===== src/rtl/bkpa_pkg.sv =====
package bkpa_pkg;

   // Group term covering a contiguous span of bit positions
   typedef struct packed {
      logic g;
      logic p;
   } span_t;

   // Merge a lower span with the upper span directly above it.
   // Order matters: the lower span is always the first argument.
   function automatic span_t span_merge(input span_t lo, input span_t hi);
      span_t r;
      r.g = hi.g | (lo.g & hi.p);
      r.p = lo.p & hi.p;
      return r;
   endfunction

   // Operator count and depth of the tree for a given width
   function automatic int tree_ops(input int w);
      int lg;
      lg = $clog2(w);
      return 2 * w - 2 - lg;
   endfunction

   function automatic int tree_depth(input int w);
      return 2 * $clog2(w) - 1;
   endfunction

endpackage


===== src/rtl/bkpa_gp_stage.sv =====
module bkpa_gp_stage #(
   parameter int W = 16
) (
   input  logic [W-1:0] op_a,
   input  logic [W-1:0] op_b,
   output logic [W-1:0] bit_g,
   output logic [W-1:0] bit_p
);

   for (genvar i = 0; i < W; i++) begin : g_bit
      assign bit_g[i] = op_a[i] & op_b[i];
      assign bit_p[i] = op_a[i] ^ op_b[i];
   end


   always_comb begin
      for (int i = 0; i < W; i++) begin
         bit_excl_chk: assert (!(bit_g[i] && bit_p[i]))
            else $error("bit %0d both generates and propagates", i);
      end
   end

endmodule


===== src/rtl/bkpa_prefix_net.sv =====
module bkpa_prefix_net
   import bkpa_pkg::*;
#(
   parameter int W = 16
) (
   input  logic [W-1:0] in_g,
   input  logic [W-1:0] in_p,
   output logic [W-1:0] out_g,
   output logic [W-1:0] out_p
);

   localparam int HALF = W / 2;

   if (W == 1) begin : g_leaf
      assign out_g = in_g;
      assign out_p = in_p;
   end else begin : g_rec
      logic [HALF-1:0] pair_g, pair_p;
      logic [HALF-1:0] odd_g, odd_p;

      // Level 1: merge each even position with the odd one above it
      for (genvar j = 0; j < HALF; j++) begin : g_pair
         span_t lo, hi, m;
         assign lo = '{g: in_g[2*j],   p: in_p[2*j]};
         assign hi = '{g: in_g[2*j+1], p: in_p[2*j+1]};
         assign m  = span_merge(lo, hi);
         assign pair_g[j] = m.g;
         assign pair_p[j] = m.p;
      end

      // Half-width network over the merged pairs gives the odd prefixes
      bkpa_prefix_net #(.W(HALF)) u_half (
         .in_g  (pair_g),
         .in_p  (pair_p),
         .out_g (odd_g),
         .out_p (odd_p)
      );

      for (genvar j = 0; j < HALF; j++) begin : g_odd
         assign out_g[2*j+1] = odd_g[j];
         assign out_p[2*j+1] = odd_p[j];
      end

      assign out_g[0] = in_g[0];
      assign out_p[0] = in_p[0];

      // Final level: each remaining even position takes the odd prefix below
      for (genvar j = 1; j < HALF; j++) begin : g_even
         span_t lo, hi, m;
         assign lo = '{g: odd_g[j-1], p: odd_p[j-1]};
         assign hi = '{g: in_g[2*j],  p: in_p[2*j]};
         assign m  = span_merge(lo, hi);
         assign out_g[2*j] = m.g;
         assign out_p[2*j] = m.p;
      end
   end


   always_comb begin
      logic run_p;
      run_p = 1'b1;
      for (int i = 0; i < W; i++) begin
         run_p = run_p & in_p[i];
         grp_prop_chk: assert (out_p[i] == run_p)
            else $error("group propagate %0d wrong", i);
      end
   end


   always_comb begin
      for (int i = 0; i < W; i++) begin
         grp_excl_chk: assert (!(out_g[i] && out_p[i]))
            else $error("group %0d both generates and propagates", i);
      end
   end

endmodule


===== src/rtl/bkpa_carry_sum.sv =====
module bkpa_carry_sum #(
   parameter int W = 16
) (
   input  logic [W-1:0] grp_g,
   input  logic [W-1:0] grp_p,
   input  logic [W-1:0] bit_p,
   input  logic         c_in,
   output logic [W-1:0] sum_o,
   output logic         c_out
);

   logic [W:0] carry;

   assign carry[0] = c_in;
   for (genvar i = 0; i < W; i++) begin : g_carry
      assign carry[i+1] = grp_g[i] | (c_in & grp_p[i]);
   end

   assign sum_o = bit_p ^ carry[W-1:0];
   assign c_out = carry[W];


   always_comb begin
      for (int i = 0; i < W; i++) begin
         carry_step_chk: assert (carry[i+1] == (grp_g[i] | (grp_p[i] & carry[0]))
                                 || (i > 0 && grp_p[i] && carry[i+1] == carry[i]))
            else $error("carry %0d inconsistent", i + 1);
      end
   end

endmodule


===== src/rtl/bkpa_adder.sv =====
module bkpa_adder
   import bkpa_pkg::*;
#(
   parameter int K = 16
) (
   input  logic [K-1:0] a,
   input  logic [K-1:0] b,
   input  logic         cin,
   output logic [K-1:0] sum,
   output logic         cout
);

   localparam int OPS   = tree_ops(K);
   localparam int DEPTH = tree_depth(K);


   if (K < 2 || (K & (K - 1)) != 0) begin : g_bad_width
      $error("bkpa_adder: K=%0d must be a power of two >= 2", K);
   end
   if (OPS < 1 || DEPTH < 1) begin : g_bad_tree
      $error("bkpa_adder: degenerate prefix tree");
   end

   logic [K-1:0] bg, bp, gg, gpv;

   bkpa_gp_stage #(.W(K)) u_gp (
      .op_a  (a),
      .op_b  (b),
      .bit_g (bg),
      .bit_p (bp)
   );

   bkpa_prefix_net #(.W(K)) u_tree (
      .in_g  (bg),
      .in_p  (bp),
      .out_g (gg),
      .out_p (gpv)
   );

   bkpa_carry_sum #(.W(K)) u_cs (
      .grp_g (gg),
      .grp_p (gpv),
      .bit_p (bp),
      .c_in  (cin),
      .sum_o (sum),
      .c_out (cout)
   );


   always_comb begin
      logic [K:0] ref_sum;
      ref_sum = {1'b0, a} + {1'b0, b} + {{K{1'b0}}, cin};
      full_add_chk: assert ({cout, sum} == ref_sum)
         else $error("adder result mismatch");
   end


   always_comb begin
      carry_out_chk: assert (cout == (gg[K-1] | (cin & gpv[K-1])))
         else $error("carry-out does not match top group term");
   end

endmodule


===== config.mk =====
export PLATFORM = sky130hd
export DESIGN_NAME = bkpa_adder
export DESIGN_NICKNAME = d
export VERILOG_FILES = /design/src/rtl/bkpa_pkg.sv /design/src/rtl/bkpa_gp_stage.sv /design/src/rtl/bkpa_prefix_net.sv /design/src/rtl/bkpa_carry_sum.sv /design/src/rtl/bkpa_adder.sv
export SDC_FILE = /design/constraint.sdc
export NUM_CORES = 1
export LEC_CHECK = 0
export ABC_AREA = 0
export BUFFER_PORTS_ARGS = -buffer_cell sky130_fd_sc_hd__buf_4
export CORE_ASPECT_RATIO = 1.2
export CORE_MARGIN = 1
export CORE_UTILIZATION = 49
export DETAILED_ROUTE_END_ITERATION = 8
export GPL_TIMING_DRIVEN = 0
export PLACE_DENSITY = 0.87
export SLEW_MARGIN = 15
export SYNTH_ARGS = -nofsm -noshare
export SYNTH_HDL_FRONTEND = slang
export SYNTH_HIERARCHICAL = 1
export SYNTH_SLANG_ARGS = --single-unit

===== constraint.sdc =====
create_clock -name vclk -period 2.6
set_input_delay 0.13 -clock vclk [all_inputs]
set_output_delay 0.13 -clock vclk [all_outputs]
set_load 0.05 [all_outputs]

# --- After elaboration in Yosys (flattened, before gate mapping) ---
# Index checks and enable logic that the tools add are counted.
op_classes:
  bitwise_logic: 143
op_table:
  columns: ["operator", "n"]
  rows:
  - ["$and A1 B1 Y1", 84]
  - ["$or A1 B1 Y1", 42]
  - ["$xor A1 B1 Y1", 16]
  - ["$xor A16 B16 Y16", 1]
word_totals:
  regBits: 0
  inputBits: 33
  out_inout_bits: 17

# --- Logic depth before layout (Yosys ltp) ---
# Gate-level depths: netlist of run 1.
depth:
  ltp_word: 15
  depth_mapped: 10
  mapped_depth_nobuf: 9

# --- Hierarchy ---
# Netlist of run 1, hierarchy kept.
modules_own_cells:
  columns: ["module", "instances", "cells_per_inst", "area_per_inst_um2", "seq_area_each_um2"]
  rows:
  - ["bkpa_carry_sum", 1, 34, 345.3, 0.0]
  - ["bkpa_prefix_net at u_tree", 1, 32, 221.5, 0.0]
  - ["bkpa_gp_stage", 1, 16, 200.2, 0.0]
  - ["bkpa_prefix_net at u_tree.g_rec.u_half", 1, 16, 111.4, 0.0]
  - ["bkpa_prefix_net at u_tree.g_rec.u_half.g_rec.u_half", 1, 8, 56.3, 0.0]
  - ["bkpa_prefix_net at u_tree.g_rec.u_half.g_rec.u_half.g_rec.u_half", 1, 6, 43.8, 0.0]
  - ["bkpa_prefix_net at u_tree.g_rec.u_half.g_rec.u_half.g_rec.u_half.g_rec.u_half", 1, 2, 15.0, 0.0]

# --- Worst setup path before layout of run 1 ---
# OpenSTA, ideal clock, no wires.
synth_path:
  path_type: "input-to-output"
  start: "input port a[4]"
  end: "output port sum[15]"
  t_arrival_ns: 2.303
  required_time_ns: 2.470
  setup_slack_ns: 0.167
  path_stages: 10
  n_path_buf: 1
  path_cell_list: "ha_1 > and2_1 > and2_1 > and2_1 > buf_4 > and2_1 > and2_1 > and2_1 > a21oi_1 > xnor2_1"
synth_rtl:
  columns: ["item", "line_no", "source"]
  rows:
  - ["start: declaration", "bkpa_adder.sv:6", "input logic [K-1:0] a,"]
  - ["end: declaration", "bkpa_adder.sv:9", "output logic [K-1:0] sum,"]

==> flow_summary.yaml, run 1 <==
run_status:
  status: "finished, final reports clean"
synthesis:
  synth_area_um2: 993
  synth-warning-count: 6
  ys_top_cells_by_area: "ha_1, a21o_1, and2_1, xnor2_1, a21oi_4"
  synth_cell_types: 11
  ys_seq_area_share_pct: 0
  synth.top_cell.area_share_pct: 20.2
  syn_inst: 114
  syn_nets: 163
  avgSynthCellArea_um2: 8.71
  yosysTopAreaCell: "ha_1"
sta:
  hold_viol: 0
  slew_headroom_pct: 88.5
  clock.fmax_ghz: 0.407
  grt_setup_unrepaired: "false"
  fin_crit_ns: 2.46
  drv_slew: 0
  fin_setup_tns_ns: 0
  tightest_slew_ns: 0.172
  min_period_over_period_pct: 94.5
  finalSetupViolations: 0
worst_hold_path:
  min_path_type: "in -> out"
global_routing:
  grt_max_degree: 11
  grt_pass1_wl_um: 3550
  grt_overflow: 0
  first_global_vias: 933
  grt_usage_pct: 19.5
  antenna_found_initial: 0
cells_and_area:
  numSequentialCells: 0
  synthToLayoutAreaGrowth_pct: 39.8
  layout.nets: 214
  drive_above_1_share_pct: 44.8
  seqCellArea_um2: 0
  final_cells: 182
  layout.clock_buffers: 0
  antenna_cells: 0
  final_core_utilization_pct: 74.2
detailed_routing:
  detail-route-antenna-nets: 0
  drc_errors: 0
  viasPerCell: 5.23
  avgRoutedWirePerCell_um: 12.0
  drt_iter0_markers: 8
  firstDrtPassIters: 4
  vias: 952
  wirelength_um: 2180
pwr:
  ir_drop_v: 0.000250
  power.leakage_nw: 0.800
  power.density_nw_per_um2: 411
die:
  die_x_um: 43.1
  io_pins: 50
  dieArea_um2: 2210
  fp-row-count: 17
  start_util_pct: 53.1
  die_y_um: 51.3
  design.core.area_um2: 1870
flow_run:
  cap_violations: 0
worst_setup_path:
  cp.arrival_ns: 2.33
  cp.required_ns: 2.47
  start_kind: "input port"
  critPathMaxFanout: 4
  end_kind: "output pin"
  critical_path_class: "in -> out"
placement:
  place_inst: 182
  numPortBuffers: 49
  hpwl_um: 1960
  gp_congestion: 0.807
cts:
  cts_setup_buffers: 0
  hold_buffers: 0
  ctsResizeCount: 0
[path summary, 6_finish.rpt]
path	startpoint	end	depth (start not counted)	slack [ns]
setup / recovery	a[1]	sum[15]	12	0.14
hold / removal	cin	sum[15]	4	0.74
[critical path, cell delays in order]
cell and delay [ns]:
buf_4 0.11, ha_1 0.32, a21o_1 0.18, a21o_1 0.19, a21o_1 0.19, buf_4 0.15, a21o_1 0.20, a21o_1 0.21
a21o_1 0.19, a21oi_2 0.12, xnor2_1 0.13, buf_4 0.21
[cell usage after synthesis]
cell and n:
buf_12 1, a21oi_1 7, and2_1 26, xor2_1 1, a21oi_4 8, xnor2_1 15, ha_1 16, a21o_1 26
a21o_2 1, buf_4 12, buf_6 1
[per-layer routing]
metal	routed length (µm)	up-vias	track usage, %	part of all wire [%]
li1	-	490	-	-
met1	790	435	20.0	36
met2	1300	27	43.5	60
met3	83	0	0.353	3.8
met4	0	0	0	0
met5	0	-	0	0
[kinds of logic (layout without fill, tap and decap cells)]
family	count (synthesis)	count (layout)	synth area share (%)
xor gates and xnor gates	16	16	14.1
and+or+nand+nor	26	26	16.4
buffers and inverters	14	63	12.2
AOI/OAI and AO/OA	42	42	37.2
adders and majority gates	16	16	20.2
[placed cells by master, fill, tap and decap left out]
cell	instances
ha_1	16
a21oi_2	1
a21o_2	1
a21oi_1	6
xor2_1	1
and2_1	26
buf_12	1
a21o_1	26
xnor2_1	15
buf_4	61
buf_6	1
a21oi_4	8
[final cells by class]
type,count,area (µm²)
Multi-Input combinational cell,100,876
Fill cell,158,483
Timing Repair Buffer,49,368
Buffer,14,121
Tap cell,19,23.8
[per-stage QoR]
stage / total power (W) / setup WS (ns) / area [µm²] / hold slack [ns]
global route: 0.000604 / 0.0000921 / 1390 / 0.771
floorplan: 0.000416 / 0.167 / 993 / 0.687
finish: 0.000570 / 0.143 / 1390 / 0.739
CTS: 0.000573 / 0.0891 / 1390 / 0.748
global placement: 0.000561 / 0.115 / 1390 / 0.736
detailed placement: 0.000572 / 0.0965 / 1390 / 0.748
[power by group]
part           total (W)  switching [W]  internal (W)
Combinational   0.000570       0.000342      0.000229
Sequential             0              0             0
Clock                  0              0             0
Total           0.000570       0.000342      0.000229
Note: power is estimated with default switching activity, not from simulation.
==> run 2, diff against run 1 <==
CORE_ASPECT_RATIO = default   (was 1.2)
CORE_UTILIZATION = 42   (was 49)
PLACE_DENSITY = 0.86   (was 0.87)
SYNTH_HIERARCHICAL = default   (was 1)
==> flow_summary.yaml, run 2 <==
cells_and_area:
  seqCellArea_um2: 0
  synthToLayoutAreaGrowth_pct: 61.3
  antenna_cells: 0
  fill_cells: 122
  final_area_um2: 1040
  layout_commonest_cell: "buf_4"
  final_core_utilization_pct: 75.9
  most-common-layout-cells: "buf_4, ha_1, nor2_1"
  multi_input_area_um2: 628
  layout.nets: 185
  numSequentialCells: 0
  layout.clock_buffers: 0
  drive_above_1_share_pct: 40.6
pwr:
  power.density_nw_per_um2: 483
  ir_drop_v: 0.000399
  power.leakage_nw: 0.544
  power_w: 0.000501
global_routing:
  first_global_vias: 679
  grt_pass1_wl_um: 2690
  grt_max_degree: 6
  grt_usage_pct: 23.0
  antenna_found_initial: 0
  grt_overflow: 0
cts:
  ctsResizeCount: 0
  cts_setup_buffers: 0
  hold_buffers: 0
sta:
  fin_setup_tns_ns: 0
  fin_crit_ns: 2.12
  drv_slew: 0
  fin_ws_ns: 0.478
  clock.fmax_ghz: 0.471
  tightest_slew_ns: 0.352
  grt_setup_unrepaired: "false"
  hold_viol: 0
  slew_headroom_pct: 76.3
  min_period_over_period_pct: 81.6
  finalSetupViolations: 0
worst_setup_path:
  cp.arrival_ns: 1.99
  critPathMaxFanout: 3
  cp.required_ns: 2.47
  start_kind: "input port"
  critical_path_class: "in -> out"
  end_kind: "output pin"
synthesis:
  ys_seq_area_share_pct: 0
  synthAdderAreaFrac_pct: 34.2
  synth_top_family_by_area: "adder cells"
  yosys-top-cells-count: "ha_1, nor2_1, xnor2_1"
  syn_inst: 83
  synth_compound_area_share_pct: 29.8
  yosysTopAreaCell: "ha_1"
  synth_area_um2: 643
  yosys.cell_count.top_type: "ha_1"
  synth.top_cell.area_share_pct: 31.1
  avgSynthCellArea_um2: 7.75
  synth_mux_area_share_pct: 0
  synth-warning-count: 0
  yosys.area_share.simple_pct: 14.6
  syn_nets: 133
  synth_xor_xnor_area_share_pct: 19.1
  synth_cell_types: 25
  ys_top_cells_by_area: "ha_1, xnor2_1, nor2_1, a21oi_1, xor2_1"
worst_hold_path:
  holdPathStages: 4
  min_path_type: "in -> out"
die:
  fp-row-count: 13
  die_y_um: 41.1
  start_util_pct: 47.1
  design.core.area_um2: 1370
  die_x_um: 41.1
  io_pins: 50
  dieArea_um2: 1690
detailed_routing:
  vias: 797
  wirelength_um: 1890
  avgRoutedWirePerCell_um: 12.7
  firstDrtPassIters: 4
  drt_iter0_markers: 9
  drc_errors: 0
  detail-route-antenna-nets: 0
  viasPerCell: 5.39
placement:
  gp_congestion: 0.673
  dpl_worst_slack_ns: 0.481
  hpwl_um: 1720
  place_area_um2: 1040
  numPortBuffers: 50
flow_run:
  cap_violations: 0
run_status:
  status: "finished, final reports clean"
==> run 2: power breakdown <==
group / leakage [nW] / switching (W) / internal (W)
combinational: 0.544 / 0.000321 / 0.000180
sequential: 0 / 0 / 0
clock: 0 / 0 / 0
==> run 2: path summary, 6_finish.rpt <==
kind               from  endpoint  slack [ns]
setup / recovery   a[1]    sum[7]        0.48
hold / removal    b[15]   sum[15]        0.73
==> run 2: kinds of logic after synthesis <==
group,count (synthesis)
buffers and inverters,4
AOI/OAI and AO/OA,27
and+or+nand+nor,21
adders and majority gates,17
xor gates and xnor gates,14
==> run 2: final cells by class <==
cell class,instances,share of cell area (%)
Multi-Input combinational cell,79,60.6
Tap cell,15,1.81
Inverter,4,1.45
Timing Repair Buffer,50,36.2
==> run 2: per-layer routing <==
| layer | part of all wire (%) | wire length, µm | GRT usage, % |
|---|---|---|---|
| met1 | 35 | 668 | 21.5 |
| met2 | 58 | 1090 | 53.9 |
| met3 | 6.9 | 131 | 1.09 |
| met4 | 0 | 0 | 0 |
| met5 | 0 | 0 | 0 |
==> run 2: metrics by stage <==
step                std cells  hold slack (ns)
global route              148            0.782
global placement          148            0.722
finish                    148            0.733
CTS                       148            0.734
floorplan                  83            0.639
detailed placement        148            0.734
==> run 2: worst max-delay path: stages <==
cell	delay, ns
buf_4	0.11
ha_1	0.32
o21ai_0	0.23
nor2_1	0.10
o21a_1	0.21
o41a_1	0.37
a21oi_2	0.17
xnor2_1	0.13
buf_4	0.22
==> run 3, diff against run 2 <==
CORE_ASPECT_RATIO = 1.2   (was default)
CORE_UTILIZATION = 38   (was 42)
PLACE_DENSITY = 0.83   (was 0.86)
clock period = 1.8 ns   (was 2.6 ns; I/O delays follow)
==> flow_summary.yaml, run 3 (synthesis gave the netlist of run 2 again) <==
run_status:
  status: "finished, violations left"
  violations: "setup timing"
worst_setup_path:
  setup.worst_path.end: "sum[14]"
  start_kind: "input port"
  end_kind: "output pin"
  critical_path_class: "in -> out"
  critPathMaxFanout: 4
  cp.arrival_ns: 1.92
  startpoint: "a[9]"
  cp.required_ns: 1.71
die:
  start_util_pct: 42.8
  dieArea_um2: 1860
  die_x_um: 39.6
  fp-row-count: 15
  design.core.area_um2: 1500
  die_y_um: 47.1
  io_pins: 50
sta:
  min_period_over_period_pct: 112
  hold_viol: 0
  fin_setup_tns_ns: -1.30
  clock.fmax_ghz: 0.497
  fin_crit_ns: 2.01
  tightest_slew_ns: 0.460
  grt_setup_unrepaired: "true"
  finalSetupViolations: 11
  drv_slew: 0
  slew_headroom_pct: 69.2
  fin_ws_ns: -0.211
  whs_ns: 0.647
cells_and_area:
  seqCellArea_um2: 0
  final_cells: 158
  synthToLayoutAreaGrowth_pct: 116
  final_core_utilization_pct: 92.5
  layout.nets: 193
  fill_cells: 53
  numSequentialCells: 0
  drive_above_1_share_pct: 63.1
  layout_commonest_cell: "buf_4"
  layout.clock_buffers: 0
  antenna_cells: 0
  most-common-layout-cells: "buf_4, buf_6, ha_1"
detailed_routing:
  viasPerCell: 5.95
  drc_errors: 0
  wirelength_um: 3260
  vias: 940
  drt_iter0_markers: 13
  firstDrtPassIters: 4
  avgRoutedWirePerCell_um: 20.6
  detail-route-antenna-nets: 0
pwr:
  power.leakage_nw: 0.659
  power_w: 0.000957
  ir_drop_v: 0.000502
  power.density_nw_per_um2: 689
worst_hold_path:
  min_path_type: "in -> out"
global_routing:
  grt_pass1_wl_um: 3450
  grt_usage_pct: 26.0
  grt_max_degree: 6
  grt_overflow: 0
  first_global_vias: 878
  antenna_found_initial: 0
flow_run:
  cap_violations: 0
placement:
  numPortBuffers: 50
  gp_congestion: 0.742
  hpwl_um: 1660
  place_inst: 150
cts:
  hold_buffers: 0
## run 3: cell count changes in the layout (fill, tap and decap cells not counted), sizes merged
| cell | delta |
|---|---|
| buf | +8 |
## run 3: layout make-up
class                      instances  area [µm²]  area share, %
tap                               17        21.3           1.53
timing repair buffer              58         507           36.5
inverter                           4        15.0           1.08
multi-input combinational         79         846           60.9
## run 3: routing by layer
layer | GRT usage [%] | up-vias | part of all wire [%]
met5 | 0 | - | 0
met4 | 8.28 | 0 | 4.7
met3 | 2.37 | 18 | 4.3
met2 | 55.4 | 56 | 56
met1 | 24.3 | 450 | 35
li1 | - | 416 | -
## run 3: how the worst min path moves through the flow
stage           from       to  depth (start not counted)
6_report        a[5]   sum[5]                          4
5_1_grt         a[6]   sum[6]                          4
4_1_cts         b[7]   sum[7]                          4
3_5_place_dp   b[15]     cout                          4
3_3_place_gp   b[15]     cout                          4
2_1_floorplan  b[15]  sum[15]                          2
## run 3: timing repair
action | CTS | global route
setup buffers | 3 | 5
endpoints found under the setup margin | 11 | 11
pin swaps | 14 | 17
resized for setup | 27 | 18
## run 3: critical path, stage by stage
cell      delay [ns]
buf_4           0.11
ha_1            0.37
a21oi_1         0.22
o21ai_1         0.13
nor3_1          0.26
o21ai_1         0.13
o211ai_1        0.25
xnor2_4         0.18
buf_6           0.18
## run 3: metrics by stage
step / area, µm² / setup WS (ns)
after floorplan: 741 / -0.148
after global placement: 1140 / -0.339
after detailed placement: 1140 / -0.426
after CTS: 1290 / -0.170
after global routing: 1390 / -0.231
final: 1390 / -0.211
## run 3: power by group
group          internal (W)  leakage, nW  switching, W  total [W]
registers                 0            0             0          0
clock network             0            0             0          0
logic              0.000394        0.659      0.000564   0.000957
